<file path="config.mk">
export PLATFORM = sky130hd
export DESIGN_NAME = rn_renorm
export DESIGN_NICKNAME = d
export VERILOG_FILES = /design/src/rtl/rn_pkg.sv /design/src/rtl/rn_lead_one.sv /design/src/rtl/rn_enc_path.sv /design/src/rtl/rn_dec_path.sv /design/src/rtl/rn_renorm.sv
export SDC_FILE = /design/constraint.sdc
export NUM_CORES = 1
export LEC_CHECK = 0
export CAP_MARGIN = 5
export CORE_MARGIN = 5
export CORE_UTILIZATION = 61
export DETAILED_ROUTE_END_ITERATION = 6
export PLACE_DENSITY = 0.95
export SLEW_MARGIN = 20
export SYNTH_ARGS = -nofsm -noshare
export SYNTH_HDL_FRONTEND = slang
export SYNTH_HIERARCHICAL = 1
export SYNTH_SLANG_ARGS = --single-unit
</file>
<file path="constraint.sdc">
create_clock -name clk -period 2.4 [get_ports clk]
set_input_delay 0.48 -clock clk [delete_from_list [all_inputs] [get_ports clk]]
set_output_delay 0.48 -clock clk [all_outputs]
set_load 0.05 [all_outputs]
</file>
<file path="src/rtl/rn_pkg.sv">
package rn_pkg;
    typedef enum logic {
        RN_ENC = 1'b0,
        RN_DEC = 1'b1
    } rn_mode_e;
endpackage

</file>
<file path="src/rtl/rn_lead_one.sv">
// Priority encoder: leading-zero count of val; none is set when val is zero.
module rn_lead_one #(
    parameter int W  = 16,
    parameter int SW = $clog2(W) + 1
) (
    input  logic [W-1:0]  val,
    output logic [SW-1:0] lz,
    output logic          none
);
    always_comb begin
        lz   = SW'(W);
        none = 1'b1;
        // Higher bits are visited later and so take priority.
        for (int i = 0; i < W; i++) begin
            if (val[i]) begin
                lz   = SW'(W - 1 - i);
                none = 1'b0;
            end
        end
    end
endmodule

</file>
<file path="src/rtl/rn_enc_path.sv">
// Encoder code path: guard counter absorbs the carry, then the whole register shifts left.
module rn_enc_path #(
    parameter int RANGE_W = 16,
    parameter int CODE_W  = 64,
    parameter int SW      = $clog2(RANGE_W) + 1
) (
    input  logic [CODE_W-1:0]  code_in,
    input  logic               carry,
    input  logic [SW-1:0]      shift,
    output logic [CODE_W-1:0]  code_out,
    output logic [RANGE_W-1:0] bits_out
);
    localparam int GUARD_W = CODE_W - RANGE_W;
    localparam int WIDE_W  = CODE_W + RANGE_W;

    logic [GUARD_W-1:0] guard_inc;
    logic [CODE_W-1:0]  adj;
    logic [WIDE_W-1:0]  wide;

    always_comb begin
        guard_inc = code_in[CODE_W-1:RANGE_W] + GUARD_W'(carry);
        adj       = {guard_inc, code_in[RANGE_W-1:0]};
        wide      = {{RANGE_W{1'b0}}, adj} << shift;
        code_out  = wide[CODE_W-1:0];
        bits_out  = wide[WIDE_W-1:CODE_W];
    end
endmodule

</file>
<file path="src/rtl/rn_dec_path.sv">
// Decoder code path: 16-bit code register refilled from the incoming stream.
module rn_dec_path #(
    parameter int RANGE_W = 16,
    parameter int SW      = $clog2(RANGE_W) + 1
) (
    input  logic [RANGE_W-1:0] code_in,
    input  logic [RANGE_W-1:0] stream,
    input  logic [SW-1:0]      shift,
    output logic [RANGE_W-1:0] code_out
);
    logic [2*RANGE_W-1:0] joined;

    always_comb begin
        joined   = {code_in, stream} << shift;
        code_out = joined[2*RANGE_W-1:RANGE_W];
    end
endmodule

</file>
<file path="src/rtl/rn_renorm.sv">
module rn_renorm #(
    parameter int RANGE_W = 16,
    parameter int CODE_W  = 64
) (
    input  logic                          clk,
    input  logic                          rst_n,
    input  logic                          in_valid,
    input  logic                          dec_mode,
    input  logic [RANGE_W-1:0]            range_in,
    input  logic [CODE_W-1:0]             code_in,
    input  logic                          carry_in,
    input  logic [RANGE_W-1:0]            stream_in,
    output logic                          out_valid,
    output logic [RANGE_W-1:0]            range_out,
    output logic [CODE_W-1:0]             code_out,
    output logic [$clog2(RANGE_W):0]      shift_cnt,
    output logic [RANGE_W-1:0]            enc_bits,
    output logic [$clog2(RANGE_W):0]      enc_nbits,
    output logic [$clog2(RANGE_W):0]      dec_nbits,
    output logic                          range_err
);
    import rn_pkg::*;

    localparam int SW      = $clog2(RANGE_W) + 1;
    localparam int GUARD_W = CODE_W - RANGE_W;

    typedef struct packed {
        logic               valid;
        logic [RANGE_W-1:0] range;
        logic [CODE_W-1:0]  code;
        logic [SW-1:0]      shift;
        logic [RANGE_W-1:0] bits;
        logic [SW-1:0]      enc_n;
        logic [SW-1:0]      dec_n;
        logic               err;
    } rn_state_t;

    rn_state_t st_d, st_q;
    rn_mode_e  mode;

    logic [SW-1:0]      lz;
    logic               none;
    logic [RANGE_W-1:0] lead_al;
    logic               below;
    logic               bad;
    logic [SW-1:0]      net;
    logic [RANGE_W-1:0] range_norm;
    logic [CODE_W-1:0]  enc_code;
    logic [RANGE_W-1:0] enc_out;
    logic [RANGE_W-1:0] dec_code;

    assign mode = rn_mode_e'(dec_mode);

    rn_lead_one #(.W(RANGE_W), .SW(SW)) u_lead (
        .val  (range_in),
        .lz   (lz),
        .none (none)
    );

    // Step one aligns the leading one; step two looks at the bit beneath it.
    always_comb begin
        lead_al    = range_in << lz;
        below      = lead_al[RANGE_W-2];
        bad        = none | ((lz == '0) & below);
        net        = bad ? '0 : (lz - SW'(below));
        range_norm = bad ? range_in : (range_in << net);
    end

    rn_enc_path #(.RANGE_W(RANGE_W), .CODE_W(CODE_W), .SW(SW)) u_enc (
        .code_in  (code_in),
        .carry    (carry_in & ~bad),
        .shift    (net),
        .code_out (enc_code),
        .bits_out (enc_out)
    );

    rn_dec_path #(.RANGE_W(RANGE_W), .SW(SW)) u_dec (
        .code_in  (code_in[RANGE_W-1:0]),
        .stream   (stream_in),
        .shift    (net),
        .code_out (dec_code)
    );

    always_comb begin
        st_d       = st_q;
        st_d.valid = in_valid;
        if (in_valid) begin
            st_d.range = range_norm;
            st_d.shift = net;
            st_d.err   = bad;
            if (mode == RN_DEC) begin
                st_d.code  = {{GUARD_W{1'b0}}, dec_code};
                st_d.bits  = '0;
                st_d.enc_n = '0;
                st_d.dec_n = net;
            end else begin
                st_d.code  = enc_code;
                st_d.bits  = enc_out;
                st_d.enc_n = net;
                st_d.dec_n = '0;
            end
        end
    end

    always_ff @(posedge clk or negedge rst_n) begin
        if (!rst_n) begin
            st_q <= '0;
        end else begin
            st_q <= st_d;
        end
    end

    assign out_valid = st_q.valid;
    assign range_out = st_q.range;
    assign code_out  = st_q.code;
    assign shift_cnt = st_q.shift;
    assign enc_bits  = st_q.bits;
    assign enc_nbits = st_q.enc_n;
    assign dec_nbits = st_q.dec_n;
    assign range_err = st_q.err;
endmodule

</file>
==> results of run 1 <==
==> logic make-up after synthesis <==
| group | after synthesis |
|---|---|
| and+or+nand+nor | 631 |
| AOI/OAI and AO/OA | 555 |
| buffers and inverters | 258 |
| muxes | 215 |
| DFF | 113 |
| xor gates and xnor gates | 28 |
| adders and majority gates | 4 |
==> metrics by stage <==
| stage | hold WS (ns) | setup slack [ns] | cell area (sq um) |
|---|---|---|---|
| detailed placement | 0.3751 | -3.401 | 20240 |
| floorplan | 0.1844 | -2.392 | 14750 |
| global placement | 0.3729 | -2.976 | 20240 |
==> Yosys cell counts (all sizes together) (42+ instances only) <==
cell,count
nand3b,65
mux2,47
dfrtp,113
nor3,42
nand2,130
inv,94
o22ai,50
clkbuf,106
buf,54
a21oi,89
mux2i,133
o21ai,147
nand3,42
nor2,151
==> metrics.txt, run 1 <==
# TYPE chip_impl_metric gauge
chip_impl_metric{name="synth_net_count",unit=""} 1909
chip_impl_metric{name="synth.lib_cells_used.distinct",unit=""} 103
chip_impl_metric{name="numPlacedInstances",unit=""} 2663
chip_impl_metric{name="yosysWarnings",unit=""} 6
chip_impl_metric{name="top_level_ports",unit=""} 214
chip_impl_metric{name="postSynth.asyncResetShare",unit="%"} 100.0
chip_impl_metric{name="synth_simple_gate_area_share",unit="%"} 24.06
chip_impl_metric{name="cts-resized-gates",unit=""} 725
chip_impl_metric{name="synthXorXnorAreaFrac",unit="%"} 1.727
chip_impl_metric{name="cts-hold-fix-buffers",unit=""} 1
chip_impl_metric{name="cts_post_setup_buffers_inserted",unit=""} 129
chip_impl_metric{name="syn_inst",unit=""} 1804
chip_impl_metric{name="die_height",unit="microns"} 162.6
chip_impl_metric{name="cts_buf_count",unit=""} 17
chip_impl_metric{name="share_of_the_synthesized_area_in_compound_gates_ao_oa_aoi_oai",unit="%"} 27.20
chip_impl_metric{name="synth-edff-count",unit=""} 0
chip_impl_metric{name="synthesized_area",unit="sq um"} 14200
chip_impl_metric{name="post-synth-top-area-fraction",unit="%"} 19.92
chip_impl_info{name="ys_dominant_reg_cell",value="sky130_fd_sc_hd__dfrtp_1"} 1
chip_impl_metric{name="h-tree-depth",unit=""} 4
chip_impl_info{name="synth_top_cell_by_area",value="sky130_fd_sc_hd__dfrtp_1"} 1
chip_impl_metric{name="synth_fa_ha_area_share",unit="%"} 0.3525
chip_impl_info{name="lastStage",value="clock tree synthesis"} 1
chip_impl_metric{name="synth.mux.area_fraction",unit="%"} 18.92
chip_impl_metric{name="post_synth.cell_area_avg",unit="sq um"} 7.869
chip_impl_metric{name="portBuffers",unit=""} 213
chip_impl_metric{name="initial_utilization",unit="%"} 62.32
chip_impl_metric{name="hpwl",unit="microns"} 55130
chip_impl_info{name="clock-root-buffer",value="sky130_fd_sc_hd__clkbuf_16"} 1
chip_impl_metric{name="seq_area_frac_synth",unit="%"} 19.92
chip_impl_metric{name="die_w",unit="microns"} 162.6
chip_impl_metric{name="clk_path_buf_depth",unit=""} 2
chip_impl_metric{name="place.gp.congestion",unit=""} 1.119
chip_impl_metric{name="numClockSinks",unit=""} 113
chip_impl_metric{name="ff_latch_count_synth",unit=""} 113
chip_impl_info{name="run_status",value="did not finish"} 1
chip_impl_metric{name="rows",unit=""} 55
chip_impl_info{name="tool.error",value="[ERROR DPL-0038] Utilization greater than 100%, impossible to legalize"} 1
chip_impl_info{name="combinational_family_with_the_most_area_after_synthesis",value="compound AO/OA/AOI/OAI gates"} 1
chip_impl_info{name="synth.area.top_cells",value="sky130_fd_sc_hd__dfrtp_1, sky130_fd_sc_hd__mux2i_1, sky130_fd_sc_hd__o21ai_0, sky130_fd_sc_hd__mux4_2, sky130_fd_sc_hd__nor2_1"} 1
==> run 2: changes to the inputs <==
CORE_UTILIZATION = 40   (was 61)
PLACE_DENSITY = unset   (was 0.95)
PLACE_DENSITY_LB_ADDON = 0.15   (was unset)
==> run 2 against run 1 <==
  * The flow now finishes, with violations (negative setup slack)
  * Synthesized area unchanged
  * Synthesized cell count unchanged
==> metrics.txt, run 2 <==
# TYPE chip_impl_metric gauge
chip_impl_metric{name="switchingPower",unit="uW"} 8610
chip_impl_metric{name="cp_data_required_time",unit="ns"} 2.70
chip_impl_metric{name="worst_skew_pair.late_latency",unit="ns"} 0.42
chip_impl_info{name="violations",value="negative setup slack"} 1
chip_impl_metric{name="drtPass1Iterations",unit=""} 5
chip_impl_info{name="ys_dominant_reg_cell",value="sky130_fd_sc_hd__dfrtp_1"} 1
chip_impl_metric{name="proportion_of_power_drawn_by_the_clock_network",unit="%"} 14.5
chip_impl_metric{name="synth_net_count",unit=""} 1909
chip_impl_metric{name="cellLeakagePower",unit="uW"} 0.01052
chip_impl_info{name="layout.cells.most_common_list",value="sky130_fd_sc_hd__buf_4, sky130_fd_sc_hd__clkdlybuf4s50_1, sky130_fd_sc_hd__nor2_1, sky130_fd_sc_hd__dfrtp_1, sky130_fd_sc_hd__nand2_1"} 1
chip_impl_metric{name="portBuffers",unit=""} 213
chip_impl_metric{name="synthesized_area",unit="sq um"} 14200
chip_impl_metric{name="setup_viol_count_final",unit=""} 111
chip_impl_metric{name="routed-via-count",unit=""} 18614
chip_impl_metric{name="ff_latch_count_synth",unit=""} 113
chip_impl_metric{name="top_level_ports",unit=""} 214
chip_impl_metric{name="power.density",unit="nW/um^2"} 745.6
chip_impl_metric{name="r2r_setup_slack",unit="ns"} 1.32
chip_impl_metric{name="skew",unit="ns"} 0
chip_impl_metric{name="post-synth-top-area-fraction",unit="%"} 19.92
chip_impl_info{name="clock_tree_from_tritoncts",value="done"} 1
chip_impl_metric{name="layout-drive-gt1-share",unit="%"} 47.81
chip_impl_info{name="worst_path_most_repeated_cell",value="sky130_fd_sc_hd__buf_4"} 1
chip_impl_info{name="rsz_0062_raised_after_global_routing",value="yes"} 1
chip_impl_info{name="synth.area.top_cells",value="sky130_fd_sc_hd__dfrtp_1, sky130_fd_sc_hd__mux2i_1, sky130_fd_sc_hd__o21ai_0, sky130_fd_sc_hd__mux4_2, sky130_fd_sc_hd__nor2_1"} 1
chip_impl_metric{name="rows",unit=""} 69
chip_impl_metric{name="seq_area_frac_synth",unit="%"} 19.92
chip_impl_metric{name="synth.lib_cells_used.distinct",unit=""} 103
chip_impl_metric{name="global_router_s_overall_resource_usage",unit="%"} 33.38
chip_impl_metric{name="finalHoldViolCount",unit=""} 0
chip_impl_info{name="layout.cells.most_common",value="sky130_fd_sc_hd__buf_4"} 1
chip_impl_metric{name="postSynth.asyncResetShare",unit="%"} 100.0
chip_impl_metric{name="finish.cell_count_without_fillers",unit=""} 3000
chip_impl_metric{name="power.sequential.fraction",unit="%"} 13.8
chip_impl_metric{name="initial_utilization",unit="%"} 40.20
chip_impl_metric{name="worstMarginPinSlew",unit="ns"} 0.6837
chip_impl_info{name="synth_top_cell_by_area",value="sky130_fd_sc_hd__dfrtp_1"} 1
chip_impl_metric{name="die_area",unit="sq um"} 39360
chip_impl_metric{name="numClockSinks",unit=""} 113
chip_impl_metric{name="synth-edff-count",unit=""} 0
chip_impl_metric{name="first_global_vias",unit=""} 18504
chip_impl_metric{name="number_of_nets_with_antenna_violations_after_routing",unit=""} 0
chip_impl_info{name="timing.critical_path.from",value="range_in[1]"} 1
chip_impl_metric{name="final_max_slew_viol_count",unit=""} 0
chip_impl_metric{name="slowest_delay",unit="ns"} 0.51
chip_impl_metric{name="core_area",unit="sq um"} 35310
chip_impl_metric{name="grt_pass1_wl",unit="microns"} 104600
chip_impl_info{name="synth_most_common_cell",value="sky130_fd_sc_hd__nor2_1"} 1
chip_impl_info{name="path_delay_family",value="buffers and inverters"} 1
chip_impl_metric{name="setup-tns-final",unit="ns"} -198.04
chip_impl_metric{name="netSwitchingFraction",unit="%"} 45.67
chip_impl_metric{name="die_height",unit="microns"} 198.4
chip_impl_metric{name="cp.arrival",unit="ns"} 4.99
chip_impl_metric{name="num_antenna_cells",unit=""} 0
chip_impl_info{name="synth.cells.most_frequent",value="sky130_fd_sc_hd__nor2_1, sky130_fd_sc_hd__o21ai_0, sky130_fd_sc_hd__mux2i_1, sky130_fd_sc_hd__nand2_1, sky130_fd_sc_hd__dfrtp_1"} 1
chip_impl_info{name="run_status",value="finished with violations"} 1
chip_impl_metric{name="yosysWarnings",unit=""} 6
chip_impl_metric{name="worstPathMaxFanout",unit=""} 12
chip_impl_info{name="r2r_start",value="range_out[13]"} 1
chip_impl_metric{name="avgViaCountPerCell",unit=""} 6.205
chip_impl_metric{name="clk_path_buf_depth",unit=""} 2
chip_impl_metric{name="drt_first_iter_violations",unit=""} 1907
chip_impl_metric{name="timing.critical_path.buf_inv",unit=""} 9
chip_impl_metric{name="post_synth.cell_area_avg",unit="sq um"} 7.869
chip_impl_metric{name="cts_buf_count",unit=""} 17
chip_impl_metric{name="peakVddDrop",unit="uV"} 652.1
chip_impl_metric{name="hpwl",unit="microns"} 49220
chip_impl_metric{name="final_period_minus_worst_setup_slack",unit="ns"} 4.689
chip_impl_info{name="clock-root-buffer",value="sky130_fd_sc_hd__clkbuf_16"} 1
chip_impl_metric{name="peak_freq",unit="GHz"} 0.2133
chip_impl_metric{name="post-route-drc-count",unit=""} 0
chip_impl_metric{name="area_grow_syn2layout",unit="%"} 78.09
chip_impl_metric{name="die_w",unit="microns"} 198.4
chip_impl_info{name="worstSetupStartpointType",value="input pin"} 1
chip_impl_info{name="worstSetupEndpointType",value="register"} 1
chip_impl_metric{name="wl_per_cell",unit="microns"} 23.18
chip_impl_metric{name="numPlacedInstances",unit=""} 2827
chip_impl_metric{name="initial_antenna_violation_count",unit=""} 0
chip_impl_metric{name="layout.nets",unit=""} 2631
chip_impl_metric{name="layout_setup_ws",unit="ns"} -2.289
chip_impl_metric{name="largest_net_degree_at_the_start_of_global_routing",unit=""} 82
chip_impl_info{name="crit_path_top_delay_cell",value="sky130_fd_sc_hd__mux4_2"} 1
chip_impl_metric{name="h-tree-depth",unit=""} 4
chip_impl_metric{name="number_of_flip_flops_in_the_largest_register",unit=""} 64
chip_impl_metric{name="maxCapViolCount",unit=""} 0
chip_impl_metric{name="syn_inst",unit=""} 1804
chip_impl_metric{name="internal_power",unit="uW"} 10240
chip_impl_info{name="hold_path.class",value="in -> async"} 1
chip_impl_info{name="timing.setup.critical_path_class",value="in -> reg"} 1
chip_impl_metric{name="clk_pin_slew_worst_paths",unit="ns"} 0.06
chip_impl_metric{name="routed_wl",unit="microns"} 69550
chip_impl_metric{name="place.gp.congestion",unit=""} 0.9913
chip_impl_metric{name="slew-limit-headroom",unit="%"} 54.42
chip_impl_metric{name="timing.final.crit_share",unit="%"} 195.4
chip_impl_metric{name="part_of_the_total_power_dissipated_in_combinational_logic",unit="%"} 71.7
chip_impl_metric{name="overall_overflow_remaining_after_global_route",unit=""} 0
-- run 2: routing by layer --
layer  global-route usage (%)  share of wire, %  up-vias
met5                        0                 0        -
met3                    5.081               6.5      237
met4                    14.03               5.1        0
met2                    58.69                50      923
li1                         -                 -     8331
met1                    40.79                38     9123
-- run 2: power by group through the flow --
stage                     Combinational, uW  Clock (uW)  Sequential, uW
final                                 13500        2720            2600
after global routing                  14100        2830            2650
after CTS                             12400        2750            2600
after detailed placement              10400           0            2620
after global placement                10300           0            2630
after floorplan                        4680           0            3980
-- run 2: through the flow --
| stage | setup slack [ns] | total power (uW) | hold slack (ns) | util, % | area (sq um) |
|---|---|---|---|---|---|
| finish | -2.289 | 18850 | 0.03873 | 71.60 | 25280 |
| floorplan | -2.392 | 8656 | 0.1844 | - | 14750 |
| CTS | -2.117 | 17800 | 0.04279 | 68.29 | 24110 |
| global placement | -3.167 | 12940 | 0.4778 | 58.23 | 20560 |
| detailed placement | -3.200 | 12980 | 0.4721 | 58.23 | 20560 |
| global route | -2.415 | 19580 | 0.07840 | 71.60 | 25280 |
-- run 2: timing repair --
item / in CTS / in global routing
setup buffers: 104 / 36
hold buffers: 0 / 0
gates resized for setup: 583 / 198
endpoints found under the setup margin: 111 / 111
cloned: 8 / 2
hold endpoints to repair: 0 / 0
pin swaps: 159 / 83
-- run 2: area by class of cell --
type	instances	area, sq um
fill	2688	10030
timing repair inverter	1	6.256
inverter	98	401.6
timing repair buffer	861	7921
sequential	113	2828
clock buffer	22	484.2
multi-input combinational	1434	12920
tap	461	576.8
clock inverter	10	147.6
-- run 2: kinds of logic (layout without fill, tap and decap cells) --
| logic type | after synthesis | in the layout | share of synthesized area (%) |
|---|---|---|---|
| flip-flops | 113 | 113 | 19.92 |
| AND/OR/NAND/NOR | 631 | 632 | 24.06 |
| buffers and inverters | 258 | 992 | 7.818 |
| adder cells (fa/ha/maj) | 4 | 4 | 0.3526 |
| XOR/XNOR | 28 | 28 | 1.728 |
| multiplexers | 215 | 215 | 18.92 |
| AO/OA/AOI/OAI | 555 | 555 | 27.20 |
-- run 2: worst paths after layout --
kind | to | cells after the start
setup / recovery | code_out[50] | 26
hold / removal | enc_bits[4] | 1
setup reg to reg | range_out[13] | 4
hold reg to reg | dec_nbits[1] | 1
max in group asynchronous | range_out[12] | 2
min in group clk | out_valid | 1
No activity file was read; power rests on OpenSTA's default activity.
